$ cat src/rtl/codec_boot_pkg.sv
package codec_boot_pkg;

    typedef enum logic [2:0] {
        ST_OFF,
        ST_PWR_WAIT,
        ST_RST_WAIT,
        ST_ISSUE,
        ST_PULSE,
        ST_READY
    } seq_state_e;

    typedef struct packed {
        logic [7:0] cmd;
        logic [7:0] arg0;
        logic [7:0] arg1;
        logic       two;
    } reg_write_t;

    localparam int N_WRITES = 13;
    localparam int N_EXT    = 6;
    localparam int EXT_BASE = 7;
    localparam int IDX_W    = $clog2(N_WRITES + 1);

    localparam logic [1:0] KIND_STATUS = 2'b10;
    localparam logic [1:0] KIND_DATA   = 2'b00;
    localparam logic [1:0] SYSCLK_256  = 2'b10;
    localparam logic [2:0] FMT_LSB16   = 3'b001;

    function automatic logic [7:0] make_cmd(input logic [5:0] dev, input logic [1:0] kind);
        return {dev, kind};
    endfunction

    function automatic logic [7:0] status0_byte(input logic soft_rst);
        return {1'b0, soft_rst, SYSCLK_256, FMT_LSB16, 1'b0};
    endfunction

endpackage

$ cat src/rtl/cbs_timer.sv
module cbs_timer #(
    parameter int CW = 8
) (
    input  logic          clk,
    input  logic          rst,
    input  logic          start,
    input  logic [CW-1:0] len,
    output logic          expire
);
    logic [CW-1:0] cnt;
    logic          busy;

    assign expire = busy && (cnt == '0);

    always_ff @(posedge clk) begin
        if (rst) begin
            cnt  <= '0;
            busy <= 1'b0;
        end else if (start) begin
            cnt  <= len - CW'(1);
            busy <= 1'b1;
        end else if (expire) begin
            busy <= 1'b0;
        end else if (busy) begin
            cnt <= cnt - CW'(1);
        end
    end
endmodule

$ cat src/rtl/cbs_script.sv
module cbs_script
    import codec_boot_pkg::*;
#(
    parameter logic [5:0]  DEV_ADDR = 6'h05,
    parameter logic [6:0]  ST1_VAL  = 7'h60,
    parameter logic [5:0]  DAT0_VAL = 6'h00,
    parameter logic [5:0]  DAT1_VAL = 6'h00,
    parameter logic [5:0]  DAT2_VAL = 6'h20,
    parameter logic [29:0] EXT_VAL  = 30'h0000_7884
) (
    input  logic [IDX_W-1:0] idx,
    output reg_write_t       wr
);
    localparam logic [7:0] CMD_ST = make_cmd(DEV_ADDR, KIND_STATUS);
    localparam logic [7:0] CMD_DT = make_cmd(DEV_ADDR, KIND_DATA);

    reg_write_t tbl [N_WRITES];

    assign tbl[0] = '{cmd: CMD_ST, arg0: status0_byte(1'b1), arg1: 8'h00, two: 1'b0};
    assign tbl[1] = '{cmd: CMD_ST, arg0: status0_byte(1'b0), arg1: 8'h00, two: 1'b0};
    assign tbl[2] = '{cmd: CMD_ST, arg0: status0_byte(1'b0), arg1: 8'h00, two: 1'b0};
    assign tbl[3] = '{cmd: CMD_ST, arg0: {1'b1, ST1_VAL},     arg1: 8'h00, two: 1'b0};
    assign tbl[4] = '{cmd: CMD_DT, arg0: {2'b00, DAT0_VAL},   arg1: 8'h00, two: 1'b0};
    assign tbl[5] = '{cmd: CMD_DT, arg0: {2'b01, DAT1_VAL},   arg1: 8'h00, two: 1'b0};
    assign tbl[6] = '{cmd: CMD_DT, arg0: {2'b10, DAT2_VAL},   arg1: 8'h00, two: 1'b0};

    // extended registers in ascending order, address byte then value byte
    for (genvar n = 0; n < N_EXT; n++) begin : g_ext
        assign tbl[EXT_BASE+n] = '{cmd:  CMD_DT,
                                   arg0: {5'b11000, 3'(n)},
                                   arg1: {3'b111, EXT_VAL[5*n +: 5]},
                                   two:  1'b1};
    end

    always_comb begin
        wr = '0;
        for (int k = 0; k < N_WRITES; k++) begin
            if (idx == IDX_W'(k)) wr = tbl[k];
        end
    end
endmodule

$ cat src/rtl/codec_boot_seq.sv
module codec_boot_seq
    import codec_boot_pkg::*;
#(
    parameter int          DELAY_CYC = 12_500_000,
    parameter int          PULSE_CYC = 8,
    parameter logic [5:0]  DEV_ADDR  = 6'h05,
    parameter logic [6:0]  ST1_VAL   = 7'h60,
    parameter logic [5:0]  DAT0_VAL  = 6'h00,
    parameter logic [5:0]  DAT1_VAL  = 6'h00,
    parameter logic [5:0]  DAT2_VAL  = 6'h20,
    parameter logic [29:0] EXT_VAL   = 30'h0000_7884
) (
    input  logic       clk,
    input  logic       rst,
    input  logic       cmd_done,
    output logic       pwr_main_en,
    output logic       pwr_amp_en,
    output logic       codec_rst_n,
    output logic       mute,
    output logic       cmd_req,
    output logic [7:0] cmd_byte,
    output logic [7:0] cmd_arg0,
    output logic [7:0] cmd_arg1,
    output logic       cmd_two,
    output logic       ready
);
    localparam int MAXW = (DELAY_CYC > PULSE_CYC) ? DELAY_CYC : PULSE_CYC;
    localparam int CW   = $clog2(MAXW + 1);
    localparam logic [CW-1:0]    DLY_LEN  = CW'(DELAY_CYC);
    localparam logic [CW-1:0]    PLS_LEN  = CW'(PULSE_CYC);
    localparam logic [IDX_W-1:0] LAST_IDX = IDX_W'(N_WRITES - 1);

    seq_state_e       state;
    logic [IDX_W-1:0] idx;
    logic             pwr_q;
    logic             tmr_start;
    logic [CW-1:0]    tmr_len;
    logic             tmr_exp;
    logic             accept;
    reg_write_t       cur;

    assign accept = (state == ST_ISSUE) && cmd_req && cmd_done;

    always_comb begin
        tmr_start = 1'b0;
        tmr_len   = DLY_LEN;
        if (state == ST_OFF) begin
            tmr_start = 1'b1;
        end else if (state == ST_PWR_WAIT && tmr_exp) begin
            tmr_start = 1'b1;
        end else if (accept && idx == '0) begin
            tmr_start = 1'b1;
            tmr_len   = PLS_LEN;
        end
    end

    cbs_timer #(.CW(CW)) u_timer (
        .clk    (clk),
        .rst    (rst),
        .start  (tmr_start),
        .len    (tmr_len),
        .expire (tmr_exp)
    );

    cbs_script #(
        .DEV_ADDR (DEV_ADDR),
        .ST1_VAL  (ST1_VAL),
        .DAT0_VAL (DAT0_VAL),
        .DAT1_VAL (DAT1_VAL),
        .DAT2_VAL (DAT2_VAL),
        .EXT_VAL  (EXT_VAL)
    ) u_script (
        .idx (idx),
        .wr  (cur)
    );

    always_ff @(posedge clk) begin
        if (rst) begin
            state       <= ST_OFF;
            idx         <= '0;
            pwr_q       <= 1'b0;
            codec_rst_n <= 1'b0;
            mute        <= 1'b1;
            cmd_req     <= 1'b0;
            ready       <= 1'b0;
        end else begin
            case (state)
                ST_OFF: begin
                    pwr_q <= 1'b1;
                    mute  <= 1'b0;
                    state <= ST_PWR_WAIT;
                end
                ST_PWR_WAIT: begin
                    if (tmr_exp) begin
                        codec_rst_n <= 1'b1;
                        state       <= ST_RST_WAIT;
                    end
                end
                ST_RST_WAIT: begin
                    if (tmr_exp) begin
                        cmd_req <= 1'b1;
                        state   <= ST_ISSUE;
                    end
                end
                ST_ISSUE: begin
                    if (cmd_req) begin
                        if (cmd_done) begin
                            cmd_req <= 1'b0;
                            idx     <= idx + IDX_W'(1);
                            if (idx == '0) begin
                                codec_rst_n <= 1'b0;
                                state       <= ST_PULSE;
                            end else if (idx == LAST_IDX) begin
                                ready <= 1'b1;
                                state <= ST_READY;
                            end
                        end
                    end else begin
                        cmd_req <= 1'b1;
                    end
                end
                ST_PULSE: begin
                    if (tmr_exp) begin
                        codec_rst_n <= 1'b1;
                        cmd_req     <= 1'b1;
                        state       <= ST_ISSUE;
                    end
                end
                ST_READY: ;
                default: state <= ST_OFF;
            endcase
        end
    end

    assign pwr_main_en = pwr_q;
    assign pwr_amp_en  = pwr_q;
    assign cmd_byte    = cur.cmd;
    assign cmd_arg0    = cur.arg0;
    assign cmd_arg1    = cur.arg1;
    assign cmd_two     = cur.two;
endmodule

$ cat config.mk
export PLATFORM = sky130hd
export DESIGN_NAME = codec_boot_seq
export DESIGN_NICKNAME = d
export VERILOG_FILES = /design/src/rtl/codec_boot_pkg.sv /design/src/rtl/cbs_timer.sv /design/src/rtl/cbs_script.sv /design/src/rtl/codec_boot_seq.sv
export SDC_FILE = /design/constraint.sdc
export NUM_CORES = 1
export LEC_CHECK = 0
export ABC_CLOCK_PERIOD_IN_PS = 3650
export CAP_MARGIN = 0
export CORE_UTILIZATION = 56
export DETAILED_ROUTE_END_ITERATION = 12
export GPL_ROUTABILITY_DRIVEN = 1
export HOLD_SLACK_MARGIN = 0.02
export PLACE_DENSITY = 0.83
export SYNTH_ARGS = -nofsm -noshare
export SYNTH_HDL_FRONTEND = slang
export SYNTH_SLANG_ARGS = --single-unit
export TNS_END_PERCENT = 50
$ cat constraint.sdc
create_clock -name clk -period 3.65 [get_ports clk]
set_input_delay 0.73 -clock clk [delete_from_list [all_inputs] [get_ports clk]]
set_output_delay 0.73 -clock clk [all_outputs]
set_load 0.05 [all_outputs]
Word-level counts from Yosys, hierarchy flattened
Index checks and enable logic that the tools add are counted. Widths: inputs -> output; s select.

Memories: 0. Latch bits: 0. Flip-flop bits (word level): 37. ROM bits: 0. Output and inout port bits: 31. Bits of input ports: 3. Bits in writable memories: 0.

Shift operators: 0. Equality and inequality tests: 25. Mux-type cells: 39. Divide/modulo/power cells: 0. Add/subtract/negate cells: 3. Reduce and logical (&&, ||, !) cells: 20. Bitwise gates (word level): 2. $lt $le $gt $ge: 0. Multipliers: 0.

Operator list (number): $mux 22 (13); $mux 24 (6); $sub 24x1->24 const B (2); $logic_not 24->1 (1); $eq 4x4->1 const B (5); $mux 3 (6); $eq 4x3->1 const B (4); $pmux 3 s5 (1); $mux 1 (11); $reduce_and 5->1 (2); $eq 4x2->1 const B (2); $ne 2x2->1 const B (4); $reduce_bool 2->1 (4); $eq 3x2->1 const B (2); $eq 3x3->1 const B (2); $ne 2x1->1 const B (3); $reduce_and 6->1 (1); $logic_and 1x1->1 (5); $add 4x1->4 const B (1); $eq 4x1->1 const B (1); $logic_not 4->1 (1); $pmux 1 s2 (2); $reduce_and 2->1 (2); $reduce_or 2->1 (2); other kinds (5) (6).

Logic depth before layout (Yosys ltp)
Gate-level depths: netlist of run 1.

Word-level depth: 14. Mapped depth: 12. Depth with buffers taken out: 10.

Modules after synthesis
Synthesis of run 1 repeated with hierarchy kept, for this count alone.

Cells, all modules: 384. Area, all modules: 3020.4 um2.

By module, submodules not included: cbs_timer (area an instance 2043.2 um2, instances 1, cells an instance 262); codec_boot_seq (area an instance 684.4 um2, instances 1, cells an instance 81); cbs_script (area an instance 292.8 um2, instances 1, cells an instance 41).

Least setup slack after synthesis of run 1
Ideal clock, no wire load.

Kind: register to output. Start: register idx[0]. End: output cmd_arg0[5]. Setup slack: 423 ps. Buffers on the path: 1. Cell stages (with the launch flop): 8. Arrival: 2497 ps. Cell sequence: dfxtp_1 > inv_1 > ha_1 > clkbuf_1 > nor2_1 > a21oi_1 > a21oi_1 > nor2_1.

Word-level cells in the longest chain between the ends: 14. Elaborated cells on any way between the ends: 26.

Ends and longest elaborated chain: start: declaration (RTL line codec_boot_seq.sv:34) `logic [IDX_W-1:0] idx;`; start signal: assignment (RTL line codec_boot_seq.sv:109) `idx <= idx + IDX_W'(1);`; $logic_not 4->1 (RTL line cbs_script.sv:38) `if (idx == IDX_W'(k)) wr = tbl[k];`; $mux 22 (12 in series) (RTL line cbs_script.sv:38); $mux 22 * (RTL line cbs_script.sv:38); end: declaration (RTL line codec_boot_seq.sv:22) `output logic [7:0] cmd_arg0,`.

Every way passes the cells marked *; elsewhere a longest branch is shown, timed or not.

Worst setup path in the final report of run 1
Start: register idx[0]. End: output cmd_arg1[7].

Word-level cells in the longest chain between the ends: 13. Elaborated cells on any way between the ends: 24.

Ends and longest elaborated chain: $eq 4x1->1 (RTL line cbs_script.sv:38); $mux 22 (11 in series) (RTL line cbs_script.sv:38); $mux 22 * (RTL line cbs_script.sv:38); end: declaration (RTL line codec_boot_seq.sv:23) `output logic [7:0] cmd_arg1,`.

Marks and branches as above.

==> results of run 1 <==
through the flow:
stage,instances,power [W]
after floorplan,352,0.000672
after global placement,397,0.000707
after detailed placement,397,0.000712
after CTS,405,0.000987
after global routing,405,0.00103
final,405,0.000996
cells by family after synthesis:
group,Yosys count,share of synthesized area
xor+xnor,8,0.0264
mux,6,0.0250
compound gates,96,0.246
buf+inv,47,0.113
other cells,1,0.00141
fa+ha+maj,5,0.0236
simple gates,145,0.286
flops,37,0.279
routing by layer:
layer	global-route usage	vias up	part of all wire
li1	-	1252	-
met1	0.345	1225	0.44
met3	0.0470	14	0.071
met2	0.431	111	0.48
met4	0.0933	0	0.014
met5	0	-	0
registers in the layout (all words and copies together) (netlist names):
name and count:
codec_rst_n 1, u_timer.busy 1, state 3, ready 1, u_timer.cnt 24, pwr_amp_en 1, cmd_req 1, mute 1
idx 4
how the worst max path moves through the flow:
stage                  start              end  cells after the start
CTS                   idx[0]      cmd_arg0[5]                      7
global route          idx[0]          cmd_two                      6
floorplan             idx[0]      cmd_arg0[5]                      7
finish                idx[0]      cmd_arg1[7]                      6
global placement    cmd_done  u_timer.cnt[22]                     10
detailed placement  cmd_done  u_timer.cnt[22]                     10
cell type report:
class	count	area share
tap	52	0.0227
clock inverter	2	0.00349
sequential	37	0.258
multi-input combinational	268	0.573
clock buffer	6	0.0253
timing repair buffer	32	0.107
inverter	8	0.0105
timing repair:
action / CTS / global route
resized for setup: 0 / 1
setup buffers: 0 / 0
endpoints found under the hold margin: 0 / 0
endpoints found under the setup margin: 0 / 1
layout by cell type, fill, tap and decap left out, types with 7 or more instances in the layout:
master,n
a21oi_1,26
buf_4,7
clkdlybuf4s50_1,24
conb_1,8
dfxtp_1,37
inv_1,8
nand2_1,34
nand3_1,7
nand4_1,8
nor2_1,46
nor3_1,7
o21ai_0,18
or3_1,7
critical path, delay by kind of cell, from the launching register on:
family                     cells  cell delay [ns]
and+or+nand+nor                2             0.51
adders and majority gates      1             0.30
DFF                            1             0.41
buffers and inverters          2             0.82
AOI/OAI and AO/OA              1             0.25
power by group through the flow:
stage | clock [W] | combinational, W | sequential [W]
after CTS | 0.000282 | 0.000236 | 0.000469
after global routing | 0.000298 | 0.000261 | 0.000474
after floorplan | 0 | 0.000200 | 0.000472
final | 0.000283 | 0.000242 | 0.000471
after detailed placement | 0 | 0.000234 | 0.000478
after global placement | 0 | 0.000230 | 0.000477
==> run metrics, run 1 <==
status=finished, final reports clean; total global-route track usage=0.262; Post-Route WL=6400 µm; share of post-route cells with drive strength above 1=0.0992; Die Ht=70.9 µm; Post-synth EDFFs=0; setup TNS=0 ns; worst skew pair latency=0.29 ns; main flop type after synthesis=dfxtp_1; hold path start=mute; number of synthesized register bits=37; Iter 0 DRT Violations=236; placed cell areas=2780 µm²; hold depth=2; post-cts hold buffer count=0; vias per cell=6.42; Post-Syn Instances=345; total CTS buffers=5; Final Cell Area=2870 µm²; hold slack=0.449 ns; sequential share of power=0.473; area grow syn2layout=7.91%; vias in the first global route=2267; R2R cell count=9; die width=70.9 µm; internal power=0.000650 W; crit path launch type=register; DIE AREA=5020 µm²; Worst Path Arrival=2.57 ns; Synth cell types=67; dpl hpwl=4360 µm; fin crit share=0.905; measured slew at the worst slew-check pin=0.765 ns; HP Class=register to register; Antenna Nets Post-Route=0; kind of critical path=register to primary output; CTS root buf=clkbuf_8; minimum clock period=3.30 ns; largest net degree at the start of global routing=24; Reg area=741 µm²; Setup-failing EPs final=0; Combinational Power Share=0.243; most area-consuming cells after synthesis=dfxtp_1 (28%), nor2_1 (6.5%), a21oi_1 (4.9%), nand2_1 (4.8%), buf_4 (4.5%); sw frac=0.347; CP peak stage delay=0.73 ns; Clock Sinks=37; MaxCap Viol Count=0; CTS tree=built; routability cong.=0.854; footprint of the multi-input gates=1640 µm²; CP max FO=9; drt first pass iters=7; pre-CTS WS=0.400 ns; IO Pins=34; Achievable Freq=303 MHz; Fin. Hold Viols=0; Reg clk slew, reported paths=0.08 ns; syn_area_per_cell=7.70 µm²; number of diodes=0; critical path capture point type=primary output; Starting Density=0.598; net switching power=0.000346 W; Seq/Total Area, Yosys=0.279; critical path, cell by cell=inv_1 -> ha_1 -> or3_1 -> a21oi_1 -> nor2_1 -> clkdlybuf4s50_1; Post-route DRC=0; global-route wire length before repair=10700 µm; Synth async-reset ratio=0; worst endpoint required time=2.92 ns; fin nets=360; Leak=1.04 nW; area leader, netlist=dfxtp_1; GRT Residual Overflow=0; Slew Limit Fails=0; FF-to-FF Start=u_timer.cnt[4]; Post-synth top cells=nor2_1 (46), dfxtp_1 (37), nand2_1 (34); total number of vias=2602; Rows=24; WHS Endpoint=mute; PwrDens=347 nW/µm²; setup slack after layout=0.346 ns; r2r setup slk=0.82 ns; Routed WL per cell=15.8 µm; r2r endpoint=u_timer.cnt[14]; Rel. slew slack=0.485; slowest CP cell=clkdlybuf4s50_1; clock group share of total power=0.284; port bufs=25; Worst VDD drop=0.213 mV; Synth top area share=0.279; RSZ-0062 raised after global routing=false; core region area=4440 µm²; post-layout util=0.645; fillcell total=376; Post-Syn Area=2660 µm²; clk buf depth=2; YS warnings=0; initial antenna violation count=0; # H-tree levels=2; Clock Skew=0.00615 ns; most numerous cell in the Yosys netlist=nor2_1
(Power assumes the default switching activity.)
==> run 2, diff against run 1 <==
- CORE_UTILIZATION: 56 -> 58
- CTS_BUF_LIST: default -> sky130_fd_sc_hd__clkbuf_2
- GPL_ROUTABILITY_DRIVEN: 1 -> default
- PLACE_DENSITY: 0.83 -> 0.85
- REMOVE_ABC_BUFFERS: default -> 1
==> run metrics, run 2 (synthesis results as in run 1) <==
status=finished, final reports clean (unchanged); Post-route DRC=0 (unchanged); most common cell after layout, fill and taps aside=nor2_1 (unchanged); post-layout util=0.643 (was 0.645); CP max FO=9 (unchanged); CTS tree=built (unchanged); port bufs=25 (unchanged); GRT Residual Overflow=0 (unchanged); Top delay family on crit path=buffers and inverters (unchanged); Largest Register=u_timer.cnt (unchanged); measured slew at the worst slew-check pin=0.762 ns (was 0.765 ns); Rel. slew slack=0.487 (was 0.485); total CTS buffers=5 (unchanged); HP Class=register to register (unchanged); total chip power=0.000884 W (was 0.000996 W); crit path launch type=register (unchanged); Post-Route WL=6150 µm (was 6400 µm); area grow syn2layout=6.08% (was 7.91%); Fin. Hold Viols=0 (unchanged); Leak=1.02 nW (was 1.04 nW); crit path buf inv count=2 (unchanged); worst endpoint required time=2.92 ns (about the same); Die Ht=69.7 µm (was 70.9 µm); setup slack after layout=0.213 ns (was 0.346 ns); dpl hpwl=4290 µm (was 4360 µm); # H-tree levels=2 (unchanged); kind of critical path=register to primary output (unchanged); critical path capture point type=primary output (unchanged); IO Pins=34 (unchanged); routability cong.=0.939 (was 0.854); pre-CTS WS=0.400 ns (about the same); Largest regs=u_timer.cnt (24), idx (4), state (3) (unchanged); commonest non-fill, non-tap cells in the layout=nor2_1 (46), dfxtp_1 (37), nand2_1 (34) (unchanged); MaxCap Viol Count=0 (unchanged); drt first pass iters=5 (was 7); largest net degree at the start of global routing=25 (was 24); RSZ-0062 raised after global routing=false (unchanged); minimum clock period=3.44 ns (was 3.30 ns); Worst path depth=6 (unchanged); initial antenna violation count=0 (unchanged); Clock Sinks=37 (unchanged); Rows=24 (unchanged); setup bufs post-CTS=0 (unchanged); number of diodes=0 (unchanged); die width=69.7 µm (was 70.9 µm); Worst VDD drop=0.202 mV (was 0.213 mV); Reg clk slew, reported paths=0.17 ns (was 0.08 ns); vias per cell=6.47 (was 6.42); R2R cell count=9 (unchanged); share of post-route cells with drive strength above 1=0.0966 (was 0.0992); Antenna Nets Post-Route=0 (unchanged); max reg flops=24 (unchanged); setup TNS=0 ns (unchanged); Achievable Freq=291 MHz (was 303 MHz); slowest CP cell=clkdlybuf4s50_1 (unchanged); global-route wire length before repair=10500 µm (was 10700 µm); clk buf depth=2 (unchanged); CTS root buf=clkbuf_2 (was clkbuf_8); DIE AREA=4850 µm² (was 5020 µm²); Routed WL per cell=15.2 µm (was 15.8 µm); CP peak stage delay=0.73 ns (about the same); Slew Limit Fails=0 (unchanged); Starting Density=0.606 (was 0.598); critical path, cell by cell=inv_1 -> ha_1 -> or3_1 -> a21oi_1 -> o22ai_1 -> clkdlybuf4s50_1 (was inv_1 -> ha_1 -> or3_1 -> a21oi_1 -> nor2_1 -> clkdlybuf4s50_1); Iter 0 DRT Violations=259 (was 236); PwrDens=314 nW/µm² (was 347 nW/µm²); fin crit share=0.942 (was 0.905); Setup-failing EPs final=0 (unchanged); fin nets=360 (unchanged); worst skew pair latency=0.39 ns (was 0.29 ns); core region area=4380 µm² (was 4440 µm²); Clock Skew=0.0137 ns (was 0.00615 ns); vias in the first global route=2268 (was 2267); Worst Path Arrival=2.71 ns (was 2.57 ns); total number of vias=2612 (was 2602); total global-route track usage=0.264 (was 0.262); hold depth=2 (unchanged)
## run 2: what timing repair did
| item | CTS | global route |
|---|---|---|
| resized for setup | 0 | 1 |
| endpoints found under the hold margin | 0 | 0 |
| endpoints found under the setup margin | 0 | 1 |
| hold buffers | 0 | 0 |
## run 2: routing by layer
layer  wire length (µm)  global-route usage
met1               2680               0.337
met2               2790               0.427
met3                486              0.0523
met4                200               0.124
met5                  0                   0
## run 2: worst reg2reg max path: stages (launching register included)
cell and delay, ns:
dfxtp_1 0.39, nor4_2 0.50, nand4_2 0.30, o21a_1 0.31
nand2_1 0.09, ha_1 0.24, nand4_1 0.11, a211oi_1 0.50
nand2_1 0.11, a41o_1 0.25
## run 2: metrics by stage
step                      instance area [µm²]  instances  hold slack [ns]
after floorplan                          2410        313            0.470
after global placement                   2780        397            0.436
after detailed placement                 2780        397            0.448
after CTS                                2820        404            0.471
after global routing                     2820        404            0.487
final                                    2820        404            0.462
## run 2: where the power goes
part	internal (W)	total (W)	leakage, nW	switching (W)
clock network	0.0000446	0.000174	0.0265	0.000129
logic	0.0000861	0.000239	0.688	0.000153
registers	0.000432	0.000471	0.305	0.0000391
## run 2: final timing paths
kind             startpoint  slack [ns]         endpoint
max                  idx[0]        0.21      cmd_arg0[7]
min                    mute        0.46             mute
max reg2reg  u_timer.cnt[4]        0.77  u_timer.cnt[14]
min reg2reg            mute        0.46             mute
## run 2: layout make-up
type / count / area (µm²)
fillers: 388 / 1570
clock buffers: 6 / 30.0
multi-input cells: 268 / 1640
well taps: 52 / 65.1
clock inverters: 1 / 3.75
flip-flops and latches: 37 / 741
inverters: 8 / 30.0
repair buffers: 32 / 305
==> run 3, diff against run 2 <==
- CTS_BUF_LIST: sky130_fd_sc_hd__clkbuf_2 -> sky130_fd_sc_hd__clkbuf_4
==> run metrics, run 3 (synthesis results as in run 1) <==
status=finished, final reports clean (unchanged); Worst VDD drop=0.244 mV (was 0.202 mV); port bufs=25 (unchanged); drt first pass iters=5 (unchanged); Reg clk slew, reported paths=0.11 ns (was 0.17 ns); critical path capture point type=primary output (unchanged); pre-CTS WS=0.400 ns (unchanged); setup slack after layout=0.281 ns (was 0.213 ns); Clock Sinks=37 (unchanged); Setup-failing EPs final=0 (unchanged); r2r setup slk=0.81 ns (was 0.77 ns); fillcell total=387 (was 388); routability cong.=0.939 (unchanged); Rel. slew slack=0.525 (was 0.487); Routed WL per cell=15.3 µm (was 15.2 µm); FF-to-FF Start=u_timer.cnt[4] (unchanged); total number of vias=2576 (was 2612); Slew Limit Fails=0 (unchanged); CP startpoint=idx[0] (unchanged); crit path buf inv count=2 (unchanged); share of post-route cells with drive strength above 1=0.0966 (unchanged); sequential share of power=0.513 (was 0.533); IO Pins=34 (unchanged); WHS Endpoint=mute (unchanged); post-layout util=0.646 (was 0.643); R2R cell count=9 (unchanged); max reg flops=24 (unchanged); Post-Route WL=6200 µm (was 6150 µm); Iter 0 DRT Violations=208 (was 259); critical path, cell by cell=inv_1 -> ha_1 -> or3_1 -> a21oi_1 -> o22ai_1 -> clkdlybuf4s50_1 (unchanged); PwrDens=324 nW/µm² (was 314 nW/µm²); minimum clock period=3.37 ns (was 3.44 ns); Largest Register=u_timer.cnt (unchanged); fin crit share=0.923 (was 0.942); dpl hpwl=4290 µm (unchanged); r2r endpoint=u_timer.cnt[14] (unchanged); most common cell after layout, fill and taps aside=nor2_1 (unchanged); Clock Skew=0.0104 ns (was 0.0137 ns); total global-route track usage=0.265 (was 0.264); Achievable Freq=297 MHz (was 291 MHz); DIE AREA=4850 µm² (unchanged); die width=69.7 µm (unchanged); kind of critical path=register to primary output (unchanged); MaxCap Viol Count=0 (unchanged); vias in the first global route=2276 (was 2268); total CTS buffers=5 (unchanged); Die Ht=69.7 µm (unchanged); net switching power=0.000323 W (was 0.000322 W); Top delay family on crit path=buffers and inverters (unchanged); initial antenna violation count=0 (unchanged); Largest regs=u_timer.cnt (24), idx (4), state (3) (unchanged); worst skew pair latency=0.35 ns (was 0.39 ns); clk buf depth=2 (unchanged); area grow syn2layout=6.64% (was 6.08%); measured slew at the worst slew-check pin=0.705 ns (was 0.762 ns); clock group share of total power=0.226 (was 0.197); Starting Density=0.606 (unchanged); fin nets=360 (unchanged); crit path launch type=register (unchanged); vias per cell=6.38 (was 6.47); Leak=1.02 nW (about the same); RSZ-0062 raised after global routing=false (unchanged); Rows=24 (unchanged); global-route wire length before repair=10500 µm (about the same); Antenna Nets Post-Route=0 (unchanged); Post-Layout Cell Count=404 (unchanged); Fin. Hold Viols=0 (unchanged); GRT Residual Overflow=0 (unchanged); sw frac=0.352 (was 0.364); Worst Path Arrival=2.64 ns (was 2.71 ns); commonest non-fill, non-tap cells in the layout=nor2_1 (46), dfxtp_1 (37), nand2_1 (34) (unchanged); CTS root buf=clkbuf_4 (was clkbuf_2); hold path start=mute (unchanged); DP Cell Count=397 (unchanged); setup bufs post-CTS=0 (unchanged); CP peak stage delay=0.73 ns (about the same); CTS tree=built (unchanged); HP Class=register to register (unchanged); internal power=0.000595 W (was 0.000563 W); # H-tree levels=2 (unchanged); CP max FO=9 (unchanged); hold depth=2 (unchanged); Combinational Power Share=0.260 (was 0.271); Post-route DRC=0 (unchanged); largest net degree at the start of global routing=25 (unchanged); core region area=4380 µm² (unchanged); number of diodes=0 (unchanged); slowest CP cell=clkdlybuf4s50_1 (unchanged); worst endpoint required time=2.92 ns (about the same)
==> run 3: cell counts in the layout (fill, tap and decap cells not counted) <==
No cell type changed its count.
==> run 3: timing repair <==
item | 4_1_cts | 5_1_grt
resized for setup | 0 | 1
hold buffers | 0 | 0
endpoints found under the setup margin | 0 | 1
==> run 3: worst max path at each step <==
stage                            to  slack, ns  cells past startpoint
finish                  cmd_arg0[7]       0.28                      6
floorplan               cmd_arg0[5]      -1.53                      5
global route            cmd_arg0[7]       0.11                      6
detailed placement  u_timer.cnt[22]       0.40                     10
CTS                     cmd_arg0[5]       0.07                      7
global placement    u_timer.cnt[22]       0.46                     10
==> run 3: power by group through the flow <==
stage	clock (W)	sequential, W	combinational (W)
after global routing	0.000226	0.000475	0.000264
after floorplan	0	0.000479	0.000167
after detailed placement	0	0.000478	0.000234
final	0.000208	0.000471	0.000239
after global placement	0	0.000477	0.000230
after CTS	0.000214	0.000469	0.000235
==> run 3: metal layers <==
layer | track usage | share of wire | vias to the layer above
met5 | 0 | 0 | -
li1 | - | - | 1267
met2 | 0.423 | 0.47 | 117
met4 | 0.140 | 0.024 | 0
met1 | 0.335 | 0.44 | 1177
met3 | 0.0552 | 0.069 | 15
==> run 3: tightest hold or removal path: stages, from the launching register on <==
cell and delay (ns):
dfxtp_1 0.33, nand2_1 0.05, nand2_1 0.04
==> run 3: final cells by class <==
class	instances	area (µm²)	share of cell area
clock buffer	6	45.0	0.0159
clock inverter	1	3.75	0.00133
inverter	8	30.0	0.0106
multi-input combinational	268	1640	0.580
sequential	37	741	0.261
tap	52	65.1	0.0230
timing repair buffer	32	305	0.108
==> run 3: metrics by stage <==
stage               power, W  instance area [µm²]  hold slack [ns]  TNS [ns]
finish              0.000918                 2830            0.455         0
global route        0.000964                 2830            0.481         0
CTS                 0.000918                 2830            0.465         0
detailed placement  0.000712                 2780            0.448         0
global placement    0.000707                 2780            0.436         0
floorplan           0.000646                 2410            0.470     -3.79
